==> src/rtl/adc_pwr_pkg.sv <==
package adc_pwr_pkg;

    typedef enum logic [1:0] {
        PS_ACTIVE = 2'd0,
        PS_NAP    = 2'd1,
        PS_SLEEP  = 2'd2
    } pwr_state_t;

    // Power-select decode: 00 -> sleep, 01 -> nap, 1x -> stay powered
    function automatic pwr_state_t pd_decode(input logic [1:0] pd);
        case (pd)
            2'b00:   return PS_SLEEP;
            2'b01:   return PS_NAP;
            default: return PS_ACTIVE;
        endcase
    endfunction

    // Settling length applied when leaving a given state
    function automatic int unsigned wake_cycles(input pwr_state_t from,
                                                input logic ext,
                                                input int unsigned nap_len,
                                                input int unsigned sleep_len);
        if (ext)
            return 0;
        case (from)
            PS_NAP:   return nap_len;
            PS_SLEEP: return sleep_len;
            default:  return 0;
        endcase
    endfunction

endpackage

==> src/rtl/adc_pwr_fsm.sv <==
module adc_pwr_fsm
    import adc_pwr_pkg::*;
(
    input  logic       clk,
    input  logic       rst,
    input  logic       shdn_n,
    input  logic       start_det,
    input  logic       conv_done,
    input  logic [1:0] pd_sel,
    output pwr_state_t state_o,
    output logic       busy_o,
    output logic       abort_o,
    output logic       wake_o,
    output pwr_state_t wake_from_o
);

    logic shdn_q;

    // Wake: start bit or shutdown release while not fully powered
    always_comb begin
        wake_from_o = state_o;
        wake_o      = shdn_n && (state_o != PS_ACTIVE) && (start_det || !shdn_q);
    end

    always_ff @(posedge clk) begin
        if (rst) begin
            state_o <= PS_ACTIVE;
            busy_o  <= 1'b0;
            abort_o <= 1'b0;
            shdn_q  <= 1'b1;
        end else begin
            shdn_q  <= shdn_n;
            abort_o <= !shdn_n && busy_o;
            if (!shdn_n) begin
                state_o <= PS_SLEEP;
                busy_o  <= 1'b0;
            end else if (wake_o) begin
                state_o <= PS_ACTIVE;
                busy_o  <= start_det;
            end else if (start_det) begin
                busy_o  <= 1'b1;
            end else if (conv_done && busy_o) begin
                busy_o  <= 1'b0;
                state_o <= pd_decode(pd_sel);
            end
        end
    end

    AST_START_ARMS: assert property (@(posedge clk) disable iff (rst)
        shdn_n && start_det |=> busy_o && state_o == PS_ACTIVE) else $error("start");
    AST_DONE_DROPS_CMP: assert property (@(posedge clk) disable iff (rst)
        shdn_n && busy_o && conv_done && !start_det |=> !busy_o) else $error("done");
    AST_ABORT_PULSE: assert property (@(posedge clk) disable iff (rst)
        !shdn_n && busy_o |=> abort_o) else $error("abort");
    AST_ABORT_SINGLE: assert property (@(posedge clk) disable iff (rst)
        abort_o |=> !abort_o) else $error("abort width");

endmodule

==> src/rtl/adc_settle_timer.sv <==
module adc_settle_timer #(
    parameter int CW = 8
) (
    input  logic          clk,
    input  logic          rst,
    input  logic [CW-1:0] rst_val,
    input  logic          load,
    input  logic [CW-1:0] load_val,
    output logic          ready_o
);

    logic [CW-1:0] cnt;

    always_ff @(posedge clk) begin
        if (rst)
            cnt <= rst_val;
        else if (load)
            cnt <= load_val;
        else if (cnt != '0)
            cnt <= cnt - 1'b1;
    end

    assign ready_o = (cnt == '0);

    AST_COUNT_DOWN: assert property (@(posedge clk) disable iff (rst)
        !load && cnt != '0 |=> cnt == $past(cnt) - 1'b1) else $error("count");
    AST_LOAD_TAKES: assert property (@(posedge clk) disable iff (rst)
        load |=> cnt == $past(load_val)) else $error("load");

endmodule

==> src/rtl/adc_pwr_ctrl.sv <==
module adc_pwr_ctrl
    import adc_pwr_pkg::*;
#(
    parameter int unsigned NAP_WAKE_CYC   = 20000,
    parameter int unsigned SLEEP_WAKE_CYC = 900000
) (
    input  logic       clk,
    input  logic       rst,
    input  logic       shdn_n,
    input  logic       ext_ref,
    input  logic [1:0] pd_sel,
    input  logic       start_det,
    input  logic       conv_done,
    output logic       cmp_en,
    output logic       ref_en,
    output logic       ana_en,
    output logic       ref_ready,
    output logic       conv_abort
);

    localparam int unsigned MAX_WAKE = (SLEEP_WAKE_CYC > NAP_WAKE_CYC) ?
                                       SLEEP_WAKE_CYC : NAP_WAKE_CYC;
    localparam int CW = $clog2(MAX_WAKE + 1);

    pwr_state_t    state;
    pwr_state_t    wake_from;
    logic          busy;
    logic          wake;
    logic          tmr_ready;
    logic [CW-1:0] load_val;
    logic [CW-1:0] rst_val;

    adc_pwr_fsm u_fsm (
        .clk         (clk),
        .rst         (rst),
        .shdn_n      (shdn_n),
        .start_det   (start_det),
        .conv_done   (conv_done),
        .pd_sel      (pd_sel),
        .state_o     (state),
        .busy_o      (busy),
        .abort_o     (conv_abort),
        .wake_o      (wake),
        .wake_from_o (wake_from)
    );

    assign load_val = CW'(wake_cycles(wake_from, ext_ref, NAP_WAKE_CYC, SLEEP_WAKE_CYC));
    assign rst_val  = CW'(wake_cycles(PS_SLEEP, ext_ref, NAP_WAKE_CYC, SLEEP_WAKE_CYC));

    adc_settle_timer #(.CW(CW)) u_tmr (
        .clk      (clk),
        .rst      (rst),
        .rst_val  (rst_val),
        .load     (wake),
        .load_val (load_val),
        .ready_o  (tmr_ready)
    );

    assign ana_en    = (state == PS_ACTIVE);
    assign ref_en    = !ext_ref && (state != PS_SLEEP);
    assign cmp_en    = busy;
    assign ref_ready = (state == PS_ACTIVE) && tmr_ready;

    AST_SHDN_ALL_OFF: assert property (@(posedge clk) disable iff (rst)
        !shdn_n |=> !ana_en && !ref_en && !cmp_en && !ref_ready) else $error("shdn");
    AST_READY_NEEDS_POWER: assert property (@(posedge clk) disable iff (rst)
        ref_ready |-> ana_en) else $error("ready");
    AST_NAP_KEEPS_REF: assert property (@(posedge clk) disable iff (rst)
        shdn_n && cmp_en && conv_done && !start_det && pd_sel == 2'b01 && !ext_ref
        |=> ref_en && !ana_en) else $error("nap");
    AST_SLEEP_DARK: assert property (@(posedge clk) disable iff (rst)
        shdn_n && cmp_en && conv_done && !start_det && pd_sel == 2'b00
        |=> !ref_en && !ana_en) else $error("sleep");
    AST_EXT_NO_WAIT: assert property (@(posedge clk) disable iff (rst)
        shdn_n && ext_ref && start_det && !ana_en |=> ref_ready) else $error("ext");

endmodule

==> config.mk <==
export PLATFORM = sky130hd
export DESIGN_NAME = adc_pwr_ctrl
export DESIGN_NICKNAME = d
export VERILOG_FILES = /design/src/rtl/adc_pwr_pkg.sv /design/src/rtl/adc_pwr_fsm.sv /design/src/rtl/adc_settle_timer.sv /design/src/rtl/adc_pwr_ctrl.sv
export SDC_FILE = /design/constraint.sdc
export NUM_CORES = 1
export LEC_CHECK = 0
export BUFFER_PORTS_ARGS = -buffer_cell sky130_fd_sc_hd__clkbuf_2
export CAP_MARGIN = 10
export CORE_ASPECT_RATIO = 1.25
export CORE_MARGIN = 10
export CORE_UTILIZATION = 30
export DETAILED_ROUTE_END_ITERATION = 12
export PLACE_DENSITY = 0.43
export RECOVER_POWER = 50
export SYNTH_ARGS = -nofsm -noshare
export SYNTH_HDL_FRONTEND = slang
export SYNTH_SLANG_ARGS = --single-unit
==> constraint.sdc <==
create_clock -name clk -period 3.8 [get_ports clk]
set_input_delay 0.57 -clock clk [delete_from_list [all_inputs] [get_ports clk]]
set_output_delay 0.57 -clock clk [all_outputs]
set_load 0.02 [all_outputs]
==> results of run 1 <==
==> path summary, 6_finish.rpt <==
check                                 start                  endpoint  cells after the start  slack (ns)
setup / recovery    u_tmr.cnt[11]$_DFFE_PP_                 ref_ready                      5        0.84
hold / removal    u_fsm.busy_o$_SDFFE_PP0P_  u_fsm.abort_o$_SDFF_PP0_                      2        0.48
setup reg to reg    u_tmr.cnt[11]$_DFFE_PP_    u_tmr.cnt[8]$_DFFE_PP_                      4        1.02
hold reg to reg   u_fsm.busy_o$_SDFFE_PP0P_  u_fsm.abort_o$_SDFF_PP0_                      2        0.48
==> per-layer routing <==
layer	share of wire (%)	routed length, µm	global-route usage, %	vias to the layer above
met3	2.3	77	1.39	4
met1	45	1510	10.5	538
li1	-	-	-	561
met2	52	1730	15.1	23
met5	0	0	0	-
met4	0.90	30	2.36	0
==> worst max-delay path: cells and delay by family (launching register included) <==
kind / cells / cell delay [ns]
buffers and inverters: 1 / 0.17
and+or+nand+nor: 4 / 1.47
DFF: 1 / 0.48
==> final cells by class <==
type	count	area, µm²	area share, %
well taps	60	75.1	4.66
multi-input cells	106	703	43.6
repair buffers	13	57.6	3.57
clock buffers	4	45.0	2.80
inverters	8	30.0	1.86
flip-flops and latches	25	701	43.5
==> stage by stage <==
step	util [%]	power [mW]	worst slack, ns
2_1_floorplan	-	0.505	1.34
3_3_place_gp	33.6	0.562	1.04
3_5_place_dp	33.6	0.563	0.980
4_1_cts	34.5	0.724	0.830
5_1_grt	34.3	0.758	0.712
6_report	34.3	0.711	0.844
==> cells in the final DEF (no fill, tap or decap), drive strengths merged, types with 3 or more instances in the layout <==
master  synthesis  routed
nor3            7       7
nor2           13      13
nor2b           3       3
o21ai           7       7
o22ai           3       3
clkbuf          3      17
nand2           6       6
nand4           4       4
nand3           6       6
dfxtp           5       5
ha              6       6
a21oi           5       5
inv             8       8
edfxtp         20      20
or4             7       7
xor2            9       9
a31oi           4       4
==> power breakdown <==
group	leakage [nW]	switching, mW	total [mW]	internal, mW
sequential	0.269	0.0371	0.377	0.340
clock	0.0228	0.0855	0.160	0.0750
combinational	0.281	0.103	0.173	0.0701
total	0.573	0.225	0.711	0.485
==> cells by family (layout without fill, tap and decap cells) <==
family	count (synthesis)	count (layout)
AO/OA/AOI/OAI	29	29
XOR/XNOR	11	11
adder cells (fa/ha/maj)	6	6
AND/OR/NAND/NOR	60	60
flip-flops	25	25
buffers and inverters	11	25
==> state kept, by name, indices dropped and copies added, names as in the netlist <==
name / flops
u_fsm.abort_o: 1
u_fsm.busy_o: 1
u_fsm.shdn_q: 1
u_fsm.state_o: 2
u_tmr.cnt: 20
==> reports/qor.yml, run 1 <==
outcome:
  status: "finished clean"
route:
  firstDrtPassIters: 4
  drt-initial-drc-count: 54
  drcViolationCount: 0
  viasPerCell: 5.21
  wire_per_inst_um: 15.5
  num_vias: 1126
  wl_mm: 3.35
  ant_nets: 0
synth:
  synth-edff-count: 20
  ys.flop_type: "edfxtp_1"
  synth_most_common_cell: "edfxtp_1"
  yosys.area_share.simple_pct: 24.3
  synth_area_leaders: "edfxtp_1 42%, dfxtp_1 6.9%, xor2_1 5.5%"
  ys_types: 38
  synthXorXnorAreaFrac_pct: 6.67
  synthAdderAreaFrac_pct: 5.19
  syn_nets: 156
  synth_top_cell_area_share_pct: 41.6
  yosysTopAreaCell: "edfxtp_1"
  synth-seq-cells: 25
  async_reset_ff_share_pct: 0
  synth_top_family_by_area: "simple AND/OR/NAND/NOR gates"
  syn_area_per_cell_um2: 10.2
  synthMuxAreaShare_pct: 0
  yosysWarningCount: 0
  synth_compound_area_share_pct: 12.5
  synth_commonest_cells: "20 x edfxtp_1, 13 x nor2_1, 9 x xor2_1"
  syn_area_um2: 1450
  synth_cells: 142
  synth_seq_area_share_pct: 48.5
setup_path:
  cp_cell_sequence: "or4_4, or4_4, nor3_1, and2_1, clkbuf_2"
  criticalPathCategory: "reg -> out"
  worstSetupStartpointType: "flop"
  crit_fanout: 6
  cp_slowest_cell: "or4_4"
  cp-end-kind: "output port"
  cp_data_arrival_time_ns: 2.39
  crit_top_cell: "or4_4"
  cp.required_ns: 3.23
  max_stage_delay_ns: 0.59
grt:
  grt_max_degree: 21
  track_usage_pct: 8.69
  grt_pass1_vias: 1141
  antenna_found_initial: 0
  grt_pass1_wl_mm: 5.54
  overflow: 0
layout:
  syn_to_final_growth_pct: 11.5
  drive_gt1_share_pct: 12.8
  diodes: 0
  n_fill_cell: 529
  fin_area_um2: 1610
  final_cells: 216
  layout.nets: 171
floorplan:
  initial_core_util_pct: 30.8
  row_count: 28
  io_pins: 13
  die_x_um: 82.1
  die_y_um: 97.6
  core_um2: 4690
  fp.dieArea_um2: 8010
placed_design:
  portBuffers: 12
  dp_hpwl_mm: 2.49
  dpl.cell_count: 212
  globalplace.congestion: 0.785
  place_area_um2: 1580
sta:
  fin_worst_skew_ns: 0.00306
  fin_crit_ns: 2.96
  period_share_pct: 77.8
  relSlewSlack_pct: 43.4
  worst_hold_slack_ns: 0.477
  fmax_ghz: 0.338
  rsz0062_at_grt: "no"
  finalSetupViolations: 0
  worstMarginPinSlew_ns: 0.847
  maxSlewViolCount: 0
  hold_violations: 0
  tns_ns: 0
power:
  powerDensity_nw_per_um2: 441
  leakage_nw: 0.573
  ir_worst_vdd_mv: 0.164
clocking:
  clk_pin_slew_worst_paths_ns: 0.09
  ctsHoldBuffers: 0
  cts_buffers: 3
  cts_tree: "done"
  ctsRootBufferMaster: "clkbuf_8"
  cts_max_path_buffers: 2
  htreeDepth: 1
  cts_setup_buffers: 0
  cts_resized: 0
  clk_latency_ns: 0.27
  cts.sinks: 25
flow_run:
  max-cap-violations: 0
worst_hold_path:
  min_path_type: "reg -> reg"
Power figures use the tool's default switching activity.
==> run 2: changes to the inputs <==
==> constraint.sdc (replaced) <==
create_clock -name clk -period 2.97 [get_ports clk]
set_input_delay 0.4455 -clock clk [delete_from_list [all_inputs] [get_ports clk]]
set_output_delay 0.4455 -clock clk [all_outputs]
set_load 0.02 [all_outputs]
==> run 2 against run 1 <==
Against the previous run: cell count up 2.3%; clock power rose by 27%; design area grew 2.6%; routed wire length is 1.4% higher; clock-buffer cell count is the same; first-iteration DRC count is 39% lower; critical endpoint unchanged; largest cell class unchanged; highest routed layer unchanged; sequential share of layout area fell by 1.1 points; combinational power is 39% higher; clock skew barely moved.
==> reports/qor.yml, run 2 (same netlist as run 1, synthesis figures left out) <==
outcome:
  status: "finished clean"  # unchanged
sta:
  period_share_pct: 93.5
  finalSetupViolations: 0  # unchanged
  relSlewSlack_pct: 58.0  # was 43.4%
  fin_crit_ns: 2.78
  worstMarginPinSlew_ns: 0.629  # was 0.847 ns
  worst_hold_slack_ns: 0.419  # was 0.477 ns
  fin_worst_skew_ns: 0.00304  # was 0.00306 ns
  rsz0062_at_grt: "no"  # unchanged
  fmax_ghz: 0.360
  tns_ns: 0  # unchanged
  hold_violations: 0  # unchanged
  maxSlewViolCount: 0  # unchanged
setup_path:
  cp-end-kind: "output port"  # unchanged
  crit_top_cell: "or4_4"  # unchanged
  crit_fanout: 6  # unchanged
  criticalPathCategory: "reg -> out"  # unchanged
  cp.buffers_inverters: 1  # unchanged
  r2r_end: "u_tmr.cnt[19]$_DFFE_PP_"  # was u_tmr.cnt[8]$_DFFE_PP_
  reg2reg_from: "u_tmr.cnt[11]$_DFFE_PP_"  # unchanged
  cp.required_ns: 2.52  # was 3.23 ns
  ff2ff_path_depth: 4  # unchanged
  cp_cell_sequence: "or4_4, or4_4, nor3_2, and2_1, clkbuf_2"  # was or4_4, or4_4, nor3_1, and2_1, clkbuf_2
  worstSetupStartpointType: "flop"  # unchanged
  max_stage_delay_ns: 0.60  # was 0.59 ns
  cp_slowest_cell: "or4_4"  # unchanged
  rrSetupSlack_ns: 0.62  # was 1.02 ns
  cp_top_family: "simple AND/OR/NAND/NOR gates"  # unchanged
  cp_data_arrival_time_ns: 2.33  # was 2.39 ns
power:
  leakage_nw: 0.598  # was 0.573 nW
  total_power_mw: 0.929  # was 0.711 mW
  powerDensity_nw_per_um2: 562  # was 441 nW/µm²
  ir_worst_vdd_mv: 0.167  # was 0.164 mV
clocking:
  htreeDepth: 1  # unchanged
  ctsHoldBuffers: 0  # unchanged
  ctsRootBufferMaster: "clkbuf_8"  # unchanged
  cts_max_path_buffers: 2  # unchanged
  clk_pin_slew_worst_paths_ns: 0.09  # about the same
  cts_resized: 0  # unchanged
  cts_tree: "done"  # unchanged
  cts_setup_buffers: 0  # unchanged
  cts.sinks: 25  # unchanged
  clk_latency_ns: 0.27  # about the same
  cts_buffers: 3  # unchanged
route:
  num_vias: 1142  # was 1126
  drt-initial-drc-count: 33  # was 54
  firstDrtPassIters: 4  # unchanged
  viasPerCell: 5.17  # was 5.21
  ant_nets: 0  # unchanged
  drcViolationCount: 0  # unchanged
  wire_per_inst_um: 15.4  # was 15.5 µm
  wl_mm: 3.40  # was 3.35 mm
placed_design:
  portBuffers: 12  # unchanged
  dpl.cell_count: 217  # was 212
  dp_hpwl_mm: 2.54  # was 2.49 mm
  globalplace.congestion: 0.770  # was 0.785
worst_hold_path:
  min_from: "shdn_n"  # was u_fsm.busy_o$_SDFFE_PP0P_
  min_path_cells: 3  # was 2
  min_to: "u_fsm.state_o[0]$_SDFFE_PP0P_"  # was u_fsm.abort_o$_SDFF_PP0_
  min_path_type: "in -> reg"  # was reg -> reg
grt:
  antenna_found_initial: 0  # unchanged
  overflow: 0  # unchanged
  grt_max_degree: 21  # unchanged
  grt_pass1_vias: 1182  # was 1141
  track_usage_pct: 9.14  # was 8.69%
  grt_pass1_wl_mm: 5.81  # was 5.54 mm
floorplan:
  die_x_um: 82.1  # unchanged
  initial_core_util_pct: 30.8  # unchanged
  row_count: 28  # unchanged
  die_y_um: 97.6  # unchanged
  io_pins: 13  # unchanged
  core_um2: 4690  # unchanged
  fp.dieArea_um2: 8010  # unchanged
layout:
  drive_gt1_share_pct: 16.1  # was 12.8%
  syn_to_final_growth_pct: 14.5  # was 11.5%
  top_register: "u_tmr.cnt"  # unchanged
  final_common_cell: "edfxtp_1"  # unchanged
  largest_register_ffs: 20  # unchanged
  n_fill_cell: 509  # was 529
  reg_top3: "u_tmr.cnt: 20 flops, u_fsm.state_o: 2 flops"  # unchanged
  layout.nets: 176  # was 171
  final_cells: 221  # was 216
  final-seq-area_um2: 701  # unchanged
  diodes: 0  # unchanged
  multi_input_area_um2: 708  # was 703 µm²
  layout_common_cells: "20 x edfxtp_1, 13 x nor2_1, 9 x xor2_1, 8 x inv_1"  # unchanged
flow_run:
  max-cap-violations: 0  # unchanged
run 2: cell count changes in the layout (fill, tap and decap cells not counted):
| cell | change |
|---|---|
| nor3_1 | -1 |
| nor3_2 | +1 |
| buf_4 | +5 |
run 2: per-layer routing:
layer	wire, µm	vias up	GRT usage [%]
li1	-	572	-
met1	1460	547	10.4
met2	1800	19	15.9
met3	101	4	2.04
met4	34	0	3.15
met5	0	-	0
run 2: area by class of cell:
| class | count | area share (%) |
|---|---|---|
| tap | 60 | 4.54 |
| timing repair buffer | 18 | 5.75 |
| inverter | 8 | 1.82 |
| clock buffer | 4 | 2.72 |
| sequential | 25 | 42.4 |
| multi-input combinational | 106 | 42.8 |
run 2: how the worst max path moves through the flow:
stage | slack, ns | depth (start not counted) | to | startpoint
floorplan | 0.55 | 4 | u_tmr.cnt[0]$_SDFFCE_PP0P_ | u_tmr.cnt[11]$_DFFE_PP_
global placement | 0.47 | 5 | ref_ready | u_tmr.cnt[11]$_DFFE_PP_
detailed placement | 0.41 | 5 | ref_ready | u_tmr.cnt[11]$_DFFE_PP_
CTS | 0.1 | 5 | ref_ready | u_tmr.cnt[11]$_DFFE_PP_
global route | 0.08 | 5 | ref_ready | u_tmr.cnt[11]$_DFFE_PP_
finish | 0.19 | 5 | ref_ready | u_tmr.cnt[11]$_DFFE_PP_
run 2: power breakdown:
group          leakage [nW]  switching [mW]  total [mW]  internal (mW)
registers             0.269          0.0492       0.485          0.436
clock network        0.0228           0.108       0.204         0.0960
logic                 0.305           0.134       0.240          0.106
total                 0.598           0.292       0.929          0.637
run 2: worst min-delay path: cells and delay by family:
kind,cells,cell delay [ns]
buffers and inverters,1,0.10
AND/OR/NAND/NOR,2,0.10
run 2: metrics by stage:
step	util [%]	worst slack (ns)	cell area, µm²
after detailed placement	34.4	0.410	1610
after global routing	35.2	0.0841	1650
after CTS	35.3	0.0953	1660
after floorplan	-	0.548	1450
after global placement	34.4	0.470	1610
final	35.2	0.192	1650
